[config.mk]
export PLATFORM = sky130hd
export DESIGN_NAME = rx_ring_writer
export DESIGN_NICKNAME = d
export VERILOG_FILES = /design/src/rtl/rxr_pkg.sv /design/src/rtl/rxr_dest_filter.sv /design/src/rtl/rxr_ring_math.sv /design/src/rtl/rx_ring_writer.sv
export SDC_FILE = /design/constraint.sdc
export NUM_CORES = 1
export LEC_CHECK = 0
export BUFFER_PORTS_ARGS = -buffer_cell sky130_fd_sc_hd__buf_2
export CORE_ASPECT_RATIO = 0.9
export CORE_MARGIN = 2
export CORE_UTILIZATION = 55
export CTS_CLUSTER_DIAMETER = 120
export DETAILED_ROUTE_END_ITERATION = 16
export GPL_ROUTABILITY_DRIVEN = 1
export MAX_ROUTING_LAYER = met4
export PLACE_DENSITY = 0.86
export SKIP_CTS_REPAIR_TIMING = 1
export SLEW_MARGIN = 20
export SYNTH_ARGS = -nofsm -noshare
export SYNTH_HDL_FRONTEND = slang
export SYNTH_SLANG_ARGS = --single-unit
[constraint.sdc]
create_clock -name clk -period 5.5 [get_ports clk]
set_clock_uncertainty 0.2 [all_clocks]
set_input_delay 0.275 -clock clk [delete_from_list [all_inputs] [get_ports clk]]
set_output_delay 0.275 -clock clk [all_outputs]
set_load 0.005 [all_outputs]
[src/rtl/rxr_pkg.sv]
package rxr_pkg;
   typedef enum logic [1:0] {
      S_RX   = 2'd0,
      S_DEST = 2'd1,
      S_PAD  = 2'd2,
      S_HDR  = 2'd3
   } rxr_state_e;

   localparam logic [7:0] RSTAT_OK    = 8'h01;
   localparam logic [7:0] RSTAT_GROUP = 8'h20;
   localparam int         HDR_BYTES   = 4;
endpackage

[src/rtl/rxr_dest_filter.sv]
module rxr_dest_filter #(
   parameter int AB = 6
) (
   input  logic [8*AB-1:0] dest,
   input  logic [8*AB-1:0] station,
   input  logic            promisc,
   input  logic            take_bcast,
   input  logic            take_mcast,
   output logic            accept
);
   logic [AB-1:0] byte_eq;
   logic [AB-1:0] byte_ones;

   for (genvar gi = 0; gi < AB; gi++) begin : g_byte
      assign byte_eq[gi]   = (dest[8*gi +: 8] == station[8*gi +: 8]);
      assign byte_ones[gi] = &dest[8*gi +: 8];
   end

   logic is_bcast, is_group, is_self;
   assign is_bcast = &byte_ones;
   assign is_group = dest[0];
   assign is_self  = &byte_eq;

   always_comb begin
      if (promisc)       accept = 1'b1;
      else if (is_bcast) accept = take_bcast;
      else if (is_group) accept = take_mcast;
      else               accept = is_self;
   end
endmodule

[src/rtl/rxr_ring_math.sv]
module rxr_ring_math #(
   parameter int PG_W      = 8,
   parameter int LEN_W     = 11,
   parameter int MAX_FRAME = 1514,
   parameter int MIN_FRAME = 60
) (
   input  logic [PG_W-1:0]  start_pg,
   input  logic [PG_W-1:0]  stop_pg,
   input  logic [PG_W-1:0]  bound_pg,
   input  logic [PG_W-1:0]  cur,
   input  logic [LEN_W-1:0] len,
   output logic             space_ok,
   output logic [PG_W-1:0]  next_pg,
   output logic [LEN_W-1:0] tot
);
   localparam int SW = PG_W + 9;
   localparam int NW = ((PG_W > LEN_W) ? PG_W : LEN_W) + 2;

   logic [PG_W:0]  free_pg;
   logic [NW-1:0]  span, np;
   logic [LEN_W-1:0] padded;

   // free space in pages, compared as bytes
   always_comb begin
      if (cur < bound_pg)
         free_pg = {1'b0, bound_pg} - {1'b0, cur};
      else
         free_pg = ({1'b0, stop_pg} - {1'b0, start_pg}) - ({1'b0, cur} - {1'b0, bound_pg});
      space_ok = {free_pg, 8'h00} >= SW'(MAX_FRAME + 4);
   end

   // stored length, header total and next page
   always_comb begin
      padded  = (len < LEN_W'(MIN_FRAME)) ? LEN_W'(MIN_FRAME) : len;
      tot     = padded + LEN_W'(4);
      span    = (NW'(tot) + NW'(4 + 255)) >> 8;
      np      = NW'(cur) + span;
      if (np >= NW'(stop_pg))
         np = np - (NW'(stop_pg) - NW'(start_pg));
      next_pg = PG_W'(np);
   end
endmodule

[src/rtl/rx_ring_writer.sv]
module rx_ring_writer
   import rxr_pkg::*;
#(
   parameter int PG_W       = 8,
   parameter int MAX_FRAME  = 1514,
   parameter int MIN_FRAME  = 60,
   parameter int ADDR_BYTES = 6,
   localparam int AW        = PG_W + 8
) (
   input  logic                  clk,
   input  logic                  rst_n,
   input  logic                  in_valid,
   input  logic [7:0]            in_data,
   input  logic                  in_last,
   output logic                  in_ready,
   input  logic                  cfg_halt,
   input  logic                  cfg_promisc,
   input  logic                  cfg_take_bcast,
   input  logic                  cfg_take_mcast,
   input  logic [8*ADDR_BYTES-1:0] cfg_station,
   input  logic [PG_W-1:0]       cfg_start_pg,
   input  logic [PG_W-1:0]       cfg_stop_pg,
   input  logic [PG_W-1:0]       cfg_bound_pg,
   input  logic                  cfg_cur_wr,
   input  logic [PG_W-1:0]       cfg_cur_pg,
   output logic [PG_W-1:0]       cur_pg,
   output logic [7:0]            rx_status,
   output logic                  rx_event,
   output logic                  mem_we,
   output logic [AW-1:0]         mem_addr,
   output logic [7:0]            mem_wdata
);
   localparam int AB    = ADDR_BYTES;
   localparam int DW    = 8 * AB;
   localparam int LEN_W = $clog2(MAX_FRAME + 9);
   localparam int IW    = (AB > 1) ? $clog2(AB) : 1;
   localparam logic [LEN_W-1:0] MAX_L = LEN_W'(MAX_FRAME);
   localparam logic [LEN_W-1:0] MIN_L = LEN_W'(MIN_FRAME);
   localparam logic [LEN_W-1:0] AB_L  = LEN_W'(AB);

   if (MIN_FRAME < AB || MAX_FRAME < MIN_FRAME) begin : g_bad_len
      $error("rx_ring_writer: need ADDR_BYTES <= MIN_FRAME <= MAX_FRAME");
   end
   if (LEN_W > 16) begin : g_bad_len_w
      $error("rx_ring_writer: header length field holds 16 bits only");
   end
   if (PG_W < 1 || PG_W > 16) begin : g_bad_pg_w
      $error("rx_ring_writer: PG_W out of range");
   end

   rxr_state_e       state;
   logic [LEN_W-1:0] cnt, cnt_nxt, fc, len_r;
   logic [DW-1:0]    dest_r, dest_now;
   logic             keep_r, acc_r, filt_ok, space_ok;
   logic             keep_eff, acc_eff, first, decide;
   logic [PG_W-1:0]  cur_pg_r, next_pg;
   logic [LEN_W-1:0] tot;
   logic [15:0]      tot16;
   logic [7:0]       status_r, status_new;
   logic             event_r;
   logic [7:0]       dest_arr [AB];

   // destination capture: the byte in flight is merged in before the decision
   for (genvar gi = 0; gi < AB; gi++) begin : g_dest
      assign dest_now[8*gi +: 8] = (state == S_RX && in_valid && cnt == LEN_W'(gi))
                                   ? in_data : dest_r[8*gi +: 8];
      assign dest_arr[gi] = dest_r[8*gi +: 8];
   end

   rxr_dest_filter #(.AB(AB)) u_filt (
      .dest       (dest_now),
      .station    (cfg_station),
      .promisc    (cfg_promisc),
      .take_bcast (cfg_take_bcast),
      .take_mcast (cfg_take_mcast),
      .accept     (filt_ok)
   );

   rxr_ring_math #(.PG_W(PG_W), .LEN_W(LEN_W), .MAX_FRAME(MAX_FRAME), .MIN_FRAME(MIN_FRAME)) u_math (
      .start_pg (cfg_start_pg),
      .stop_pg  (cfg_stop_pg),
      .bound_pg (cfg_bound_pg),
      .cur      (cur_pg_r),
      .len      (len_r),
      .space_ok (space_ok),
      .next_pg  (next_pg),
      .tot      (tot)
   );

   assign first      = (cnt == '0);
   assign decide     = (cnt == AB_L - LEN_W'(1)) || (in_last && cnt < AB_L);
   assign keep_eff   = first ? (!cfg_halt && space_ok) : keep_r;
   assign acc_eff    = (cnt < AB_L) ? filt_ok : acc_r;
   assign cnt_nxt    = (cnt == MAX_L) ? cnt : cnt + LEN_W'(1);
   assign tot16      = 16'(tot);
   assign status_new = RSTAT_OK | (dest_r[0] ? RSTAT_GROUP : 8'h00);

   // payload byte address with wrap from stop back to start
   function automatic logic [AW-1:0] ring_addr(input logic [PG_W-1:0] pg,
                                               input logic [LEN_W-1:0] off);
      logic [AW:0] a;
      a = {1'b0, pg, 8'h00} + (AW+1)'(off) + (AW+1)'(HDR_BYTES);
      if (a >= {1'b0, cfg_stop_pg, 8'h00})
         a = a - {1'b0, cfg_stop_pg - cfg_start_pg, 8'h00};
      return AW'(a);
   endfunction

   always_comb begin
      mem_we    = 1'b0;
      mem_addr  = '0;
      mem_wdata = 8'h00;
      case (state)
         S_RX: if (in_valid && keep_eff && acc_eff && cnt >= AB_L && cnt < MAX_L) begin
            mem_we    = 1'b1;
            mem_addr  = ring_addr(cur_pg_r, cnt);
            mem_wdata = in_data;
         end
         S_DEST: begin
            mem_we    = 1'b1;
            mem_addr  = ring_addr(cur_pg_r, fc);
            mem_wdata = dest_arr[IW'(fc)];
         end
         S_PAD: begin
            mem_we    = 1'b1;
            mem_addr  = ring_addr(cur_pg_r, fc);
         end
         S_HDR: begin
            mem_we    = 1'b1;
            mem_addr  = {cur_pg_r, 6'b0, fc[1:0]};
            case (fc[1:0])
               2'd0:    mem_wdata = status_new;
               2'd1:    mem_wdata = 8'(next_pg);
               2'd2:    mem_wdata = tot16[7:0];
               default: mem_wdata = tot16[15:8];
            endcase
         end
         default: ;
      endcase
   end

   always_ff @(posedge clk or negedge rst_n) begin
      if (!rst_n) begin
         state    <= S_RX;
         cnt      <= '0;
         fc       <= '0;
         len_r    <= '0;
         dest_r   <= '0;
         keep_r   <= 1'b0;
         acc_r    <= 1'b0;
         cur_pg_r <= '0;
         status_r <= 8'h00;
         event_r  <= 1'b0;
      end else begin
         event_r <= 1'b0;
         if (cfg_cur_wr) cur_pg_r <= cfg_cur_pg;
         case (state)
            S_RX: if (in_valid) begin
               cnt    <= cnt_nxt;
               dest_r <= dest_now;
               if (first)  keep_r <= keep_eff;
               if (decide) acc_r  <= filt_ok;
               if (in_last) begin
                  cnt   <= '0;
                  fc    <= '0;
                  len_r <= cnt_nxt;
                  if (keep_eff && acc_eff) begin
                     state <= S_DEST;
                  end else begin
                     dest_r <= '0;
                     keep_r <= 1'b0;
                     acc_r  <= 1'b0;
                  end
               end
            end
            S_DEST: begin
               fc <= fc + LEN_W'(1);
               if (fc == AB_L - LEN_W'(1)) begin
                  if (len_r < MIN_L) begin
                     state <= S_PAD;
                     fc    <= (len_r > AB_L) ? len_r : AB_L;
                  end else begin
                     state <= S_HDR;
                     fc    <= '0;
                  end
               end
            end
            S_PAD: begin
               fc <= fc + LEN_W'(1);
               if (fc == MIN_L - LEN_W'(1)) begin
                  state <= S_HDR;
                  fc    <= '0;
               end
            end
            S_HDR: begin
               fc <= fc + LEN_W'(1);
               if (fc == LEN_W'(HDR_BYTES - 1)) begin
                  state    <= S_RX;
                  fc       <= '0;
                  cur_pg_r <= next_pg;   // commit overrides a load
                  status_r <= status_new;
                  event_r  <= 1'b1;
                  dest_r   <= '0;
                  keep_r   <= 1'b0;
                  acc_r    <= 1'b0;
               end
            end
            default: state <= S_RX;
         endcase
      end
   end

   assign in_ready  = (state == S_RX);
   assign cur_pg    = cur_pg_r;
   assign rx_status = status_r;
   assign rx_event  = event_r;

   // every buffer write stays inside the ring
   p_wr_in_ring_r9: assert property (@(posedge clk) disable iff (!rst_n)
      mem_we |-> (mem_addr >= {cfg_start_pg, 8'h00} && mem_addr < {cfg_stop_pg, 8'h00}));

   // the event is a single-cycle pulse
   p_evt_pulse_r10: assert property (@(posedge clk) disable iff (!rst_n)
      rx_event |=> !rx_event);

   // a stored frame always reports received-ok
   p_evt_status_r10: assert property (@(posedge clk) disable iff (!rst_n)
      rx_event |-> rx_status[0]);

   // the commit follows a header write in the previous cycle
   p_hdr_before_evt_r7: assert property (@(posedge clk) disable iff (!rst_n)
      rx_event |-> $past(mem_we));

   // after a commit the current page lies inside the ring
   p_cur_in_ring_r8: assert property (@(posedge clk) disable iff (!rst_n)
      rx_event |-> (cur_pg >= cfg_start_pg && cur_pg < cfg_stop_pg));

   // a stopped receiver writes nothing for a frame starting now
   p_halt_no_wr_r4: assert property (@(posedge clk) disable iff (!rst_n)
      (state == S_RX && in_valid && first && cfg_halt) |-> !mem_we);
endmodule

[After elaboration in Yosys (flattened, before gate mapping)]
Cells that the tools add are included.
Widths: inputs -> output; s select.
Storage, ports and cells
  ROM bits: 0
  memories: 0
  register bits: 102
  input port bits: 97
  memory bits (writable): 0
  bits in latches: 0
Cells by class
  reduce and logical (&&, ||, !) cells: 30
  eq/ne operators: 26
  divide/modulo/power cells: 0
  multiply operators: 0
  add/subtract/negate cells: 18
  bitwise operators: 1
  shifts and indexed selects: 0
  magnitude comparators: 11
  multiplexer cells: 66
Operators by type and width (count)
  $mux 48: 4
  $mux 11: 10
  $mux 8: 13
  $pmux 48 s2: 1
  $eq 8x8->1: 6
  $mux 16: 3
  $pmux 16 s3: 1
  $pmux 8 s3: 2
  $reduce_and 48->1: 1
  $pmux 11 s4: 1
  $add 16x11->17: 2
  $add 17x3->17 const B: 2
  $ge 17x16->1: 2
  $eq 11x2->1 const B: 3
  $eq 11x3->1 const B: 3
  $sub 16x16->16: 2
  $sub 8x8->9: 3
  $bmux 8 s3: 1
  $sub 8x8->8: 3
  $add 11x1->11 const B: 2
  $mux 1: 18
  $ge 17x11->1 const B: 1
  $logic_and 1x1->1: 14
  $add 11x9->12 const B: 1
  other kinds (34): 53

[Longest topological paths before layout]
  depth after elaboration: 15
  gate-level depth with buffers: 26
  mapped depth without buffers: 26

[Cells and area by module]
Synthesis repeated with hierarchy kept, for this count alone.
Second synthesis, totals
  cells, all modules: 1308
  area, all modules: 11267.1 sq um
By module, submodules not included
  rx_ring_writer: times used 1, area each 8136.6 sq um, cells an instance 918, seq. area each 2402.3 sq um
  rxr_ring_math: times used 1, area each 2458.6 sq um, cells an instance 305, seq. area each 0.0 sq um
  rxr_dest_filter: times used 1, area each 671.9 sq um, cells an instance 85, seq. area each 0.0 sq um

[Least setup slack after synthesis]
OpenSTA, ideal clock, no wires.
  path type: reg2out
  start: reg len_r[9]
  end: out mem_wdata[6]
  cell stages (with the launch flop): 24
  data required time: 5.025 ns
  arrival: 5.186 ns
  path buffers: 0
  path slack: -0.161 ns
  path through: dfrtp_1 or4_1 nor2_1 nor2_1 inv_1 ha_1 nand4_1 xor2_1 o41a_1 xor2_1 inv_1 fa_1 inv_1 fa_1 fa_1 a21oi_1 nor2_1 nor2_1 o21bai_1 a21oi_1 xnor2_1 mux2_2 a222oi_1 a21oi_1
On the way
  cells in the longest elaborated chain, start to end: 9
RTL lines
  start, declared: line rx_ring_writer.sv:52  | logic [LEN_W-1:0] cnt, cnt_nxt, fc, len_r;
  start signal, assigned: line rx_ring_writer.sv:165  | len_r <= cnt_nxt;
  $lt 11x6->1: line rxr_ring_math.sv:34  | padded = (len < LEN_W'(MIN_FRAME)) ? LEN_W'(MIN_FRAME) : len;
  $mux 11 *: line rxr_ring_math.sv:34
  $add 11x3->11 *: line rxr_ring_math.sv:35  | tot = padded + LEN_W'(4);
  $add 11x9->12: line rxr_ring_math.sv:36  | span = (NW'(tot) + NW'(4 + 255)) >> 8;
  $add 8x4->9: line rxr_ring_math.sv:37  | np = NW'(cur) + span;
  $sub 8x8->8 / $ge 9x8->1 (equally long branches): line rxr_ring_math.sv:39, rxr_ring_math.sv:38
  $mux 8: line rxr_ring_math.sv:38  | if (np >= NW'(stop_pg))
  $pmux 8 s3 *: line rx_ring_writer.sv:130  | case (fc[1:0])
  $pmux 8 s3 *: line rx_ring_writer.sv:112  | case (state)
  end, declared: line rx_ring_writer.sv:31  | output logic [7:0] mem_wdata
Every way passes the cells marked *; elsewhere a longest branch is shown, timed or not.

[Final worst setup path]
  start: reg len_r[6]
  end: out mem_wdata[6]
Same word-level chain as after synthesis.

==> results.ini <==
[route]
drt-initial-drc-count = 2227
vias = 13013
drt_first_pass_iters = 7
ant_nets = 0
vias_per_cell = 6.83
routed_wl_mm = 49.7
drt-wirelength-per-cell_um = 26.1
drc = 0

[synthesis]
avgSynthCellArea_um2 = 8.45
yosys.cell_count.top_type = nand2_1
synth_edf_count = 0
synth_seq_cells = 96
ys_seq_area_share_pct = 20.2
ys_async_sr_fraction_pct = 100
yosysUniqueCellTypes = 83
syn_inst = 1409
ys_top_cells_by_area = dfrtp_1, ha_1, fa_1
synth_common_cells = nand2_1, ha_1, inv_1
synth_largest_area_cell = dfrtp_1
synth-main-ff-cell = dfrtp_1
ys_warn_count = 0
synth_area_um2 = 11900
synth.top_cell.area_share_pct = 20.2

[clock_network]
cts_tree = built
htreeDepth = 3
cts_max_path_buffers = 2
cts_buffers = 9
cts_root_buf = clkbuf_16
cts.reportedPaths.clkPinSlew_ns = 0.08
clock_latency_ns = 0.37
cts.sink_count = 96

[global_routing]
antenna_found_initial = 1
grt_use_met2_pct = 60.8
grt.busiest_layer = met1
grt_use_met3_pct = 14.4
overflow = 0
grt_pass1_vias = 12222
grt_max_degree = 70
grt_usage_pct = 44.1
grtUsageMet1_pct = 61.9
grt_pass1_wl_mm = 74.0

[finish]
nets = 1839
synthToLayoutAreaGrowth_pct = 18.6
stdcell_count = 1906
drive_gt1_share_pct = 22.7
fin_util_pct = 65.9

[floorplan]
row_count = 51
pin_count = 140
die_h_um = 144
core-area_um2 = 21400
initial_utilization_pct = 55.5
dieWidth_um = 159
die-area_um2 = 22800

[power_and_ir_drop]
ir_drop_mv = 0.161
cellPowerDensity_nw_per_um2 = 178
power_mw = 2.52
p_leak_nw = 6.35

[worst_setup_path]
arrival_ns = 6.00
r2r_slack_ns = -0.19
worstPathRequired_ns = 5.03
end_kind = output pin
worstSetupStartpointType = flop
crit_family = adder cells
critPathMaxFanout = 4
critical_path_class = reg2out
worst_path_largest_cell_delay_ns = 0.59
slowest_stage = fa_2
crit_buf_inv = 5

[timing]
fin_hold_ws_ns = 0.0199
post-route-period-util_pct = 118
hold_viol = 0
fin_ws_ns = -0.970
tightestPinTransition_ns = 0.970
slew_viol_final = 0
setup_violations = 9
layout_min_cycle_time_ns = 6.47
slew_headroom_pct = 35.2
rsz0062_at_grt = true
max_freq_ghz = 0.155

[run_status]
outcome = finished with violations
failed_checks = setup timing

[placed_design]
dp_slack_ns = -0.489
dp.cells = 1874
dp_hpwl_mm = 39.4
gp_congestion = 1.11
port-buffer-count = 133

[worst_hold_path]
hp-class = in2reg

[flow_run]
cap_viol_max_count = 0

[layout make-up]
type | count | area (um^2)
multi-input combinational | 1138 | 8990
antenna | 1 | 2.50
clock inverter | 7 | 87.6
clock buffer | 9 | 225
sequential | 96 | 2400
fill | 1833 | 7310
tap | 291 | 364
timing repair buffer | 259 | 1660
inverter | 105 | 394
[cell families after synthesis]
family	count (synthesis)	share of synthesized area (%)
simple gates	415	18.2
compound gates	400	24.3
buf+inv	180	6.08
fa+ha+maj	133	15.7
xor+xnor	102	7.50
flops	96	20.2
mux	82	7.94
other cells	1	0.0315
[final timing paths]
kind	startpoint	end	cells after the start
max	len_r[6]	mem_wdata[6]	25
min	cfg_cur_pg[4]	cur_pg[4]	3
max reg2reg	len_r[6]	cur_pg[7]	27
min reg2reg	rx_status[5]	rx_status[5]	1
max in group asynchronous	rst_n	dest_r[22]	3
min in group asynchronous	rst_n	fc[10]	2
[layout by cell type, fill, tap and decap left out, types with 41 or more instances in the layout]
cell type and n:
mux2i_1 52, buf_2 132, a21oi_1 41, nor2_1 72
nand2_1 114, nand3_1 42, xnor2_1 60, ha_1 101
inv_1 99, o21ai_0 67, dfrtp_1 95, buf_4 122
a22o_1 55
[power by group]
part / total [mW] / internal, mW / switching [mW] / leakage [nW]
sequential: 0.718 / 0.711 / 0.00693 / 1.29
clock: 0.684 / 0.363 / 0.321 / 0.151
combinational: 1.12 / 0.520 / 0.598 / 4.91
[worst reg2reg max path, stage by stage, from the launching register on]
cell,delay [ns]
dfrtp_1,0.38
or4_4,0.54
nor2_4,0.13
nor2_2,0.05
inv_2,0.08
ha_4,0.16
nand4_1,0.16
xor2_2,0.27
o41a_1,0.22
xor2_1,0.19
inv_1,0.09
fa_2,0.59
inv_2,0.05
fa_1,0.48
buf_4,0.15
ha_1,0.28
a21o_1,0.20
a21oi_2,0.16
o21bai_1,0.12
a21oi_2,0.18
o21bai_1,0.08
a21oi_1,0.15
xnor2_1,0.14
mux2i_1,0.12
buf_4,0.15
buf_4,0.13
nand2_1,0.06
o21ai_1,0.07
[stage by stage]
stage               cell area [um^2]  setup TNS, ns
floorplan                      12000              0
global placement               13600          -1.82
detailed placement             13600          -2.98
CTS                            13900          -6.22
global route                   14100          -8.96
finish                         14100          -6.19
[flip-flops by register name (all words and copies together) (netlist names)]
signal,cells
acc_r,1
fc,11
cnt,11
dest_r,48
state,2
rx_status,2
keep_r,1
cur_pg,8
len_r,11
rx_event,1
[routing by layer]
metal  wire length [um]  part of all wire (%)
met1              20000                    40
met2              20200                    41
met3               7930                    16
met4               1590                   3.2
met5                  0                     0
No activity file was read; power rests on OpenSTA's default activity.
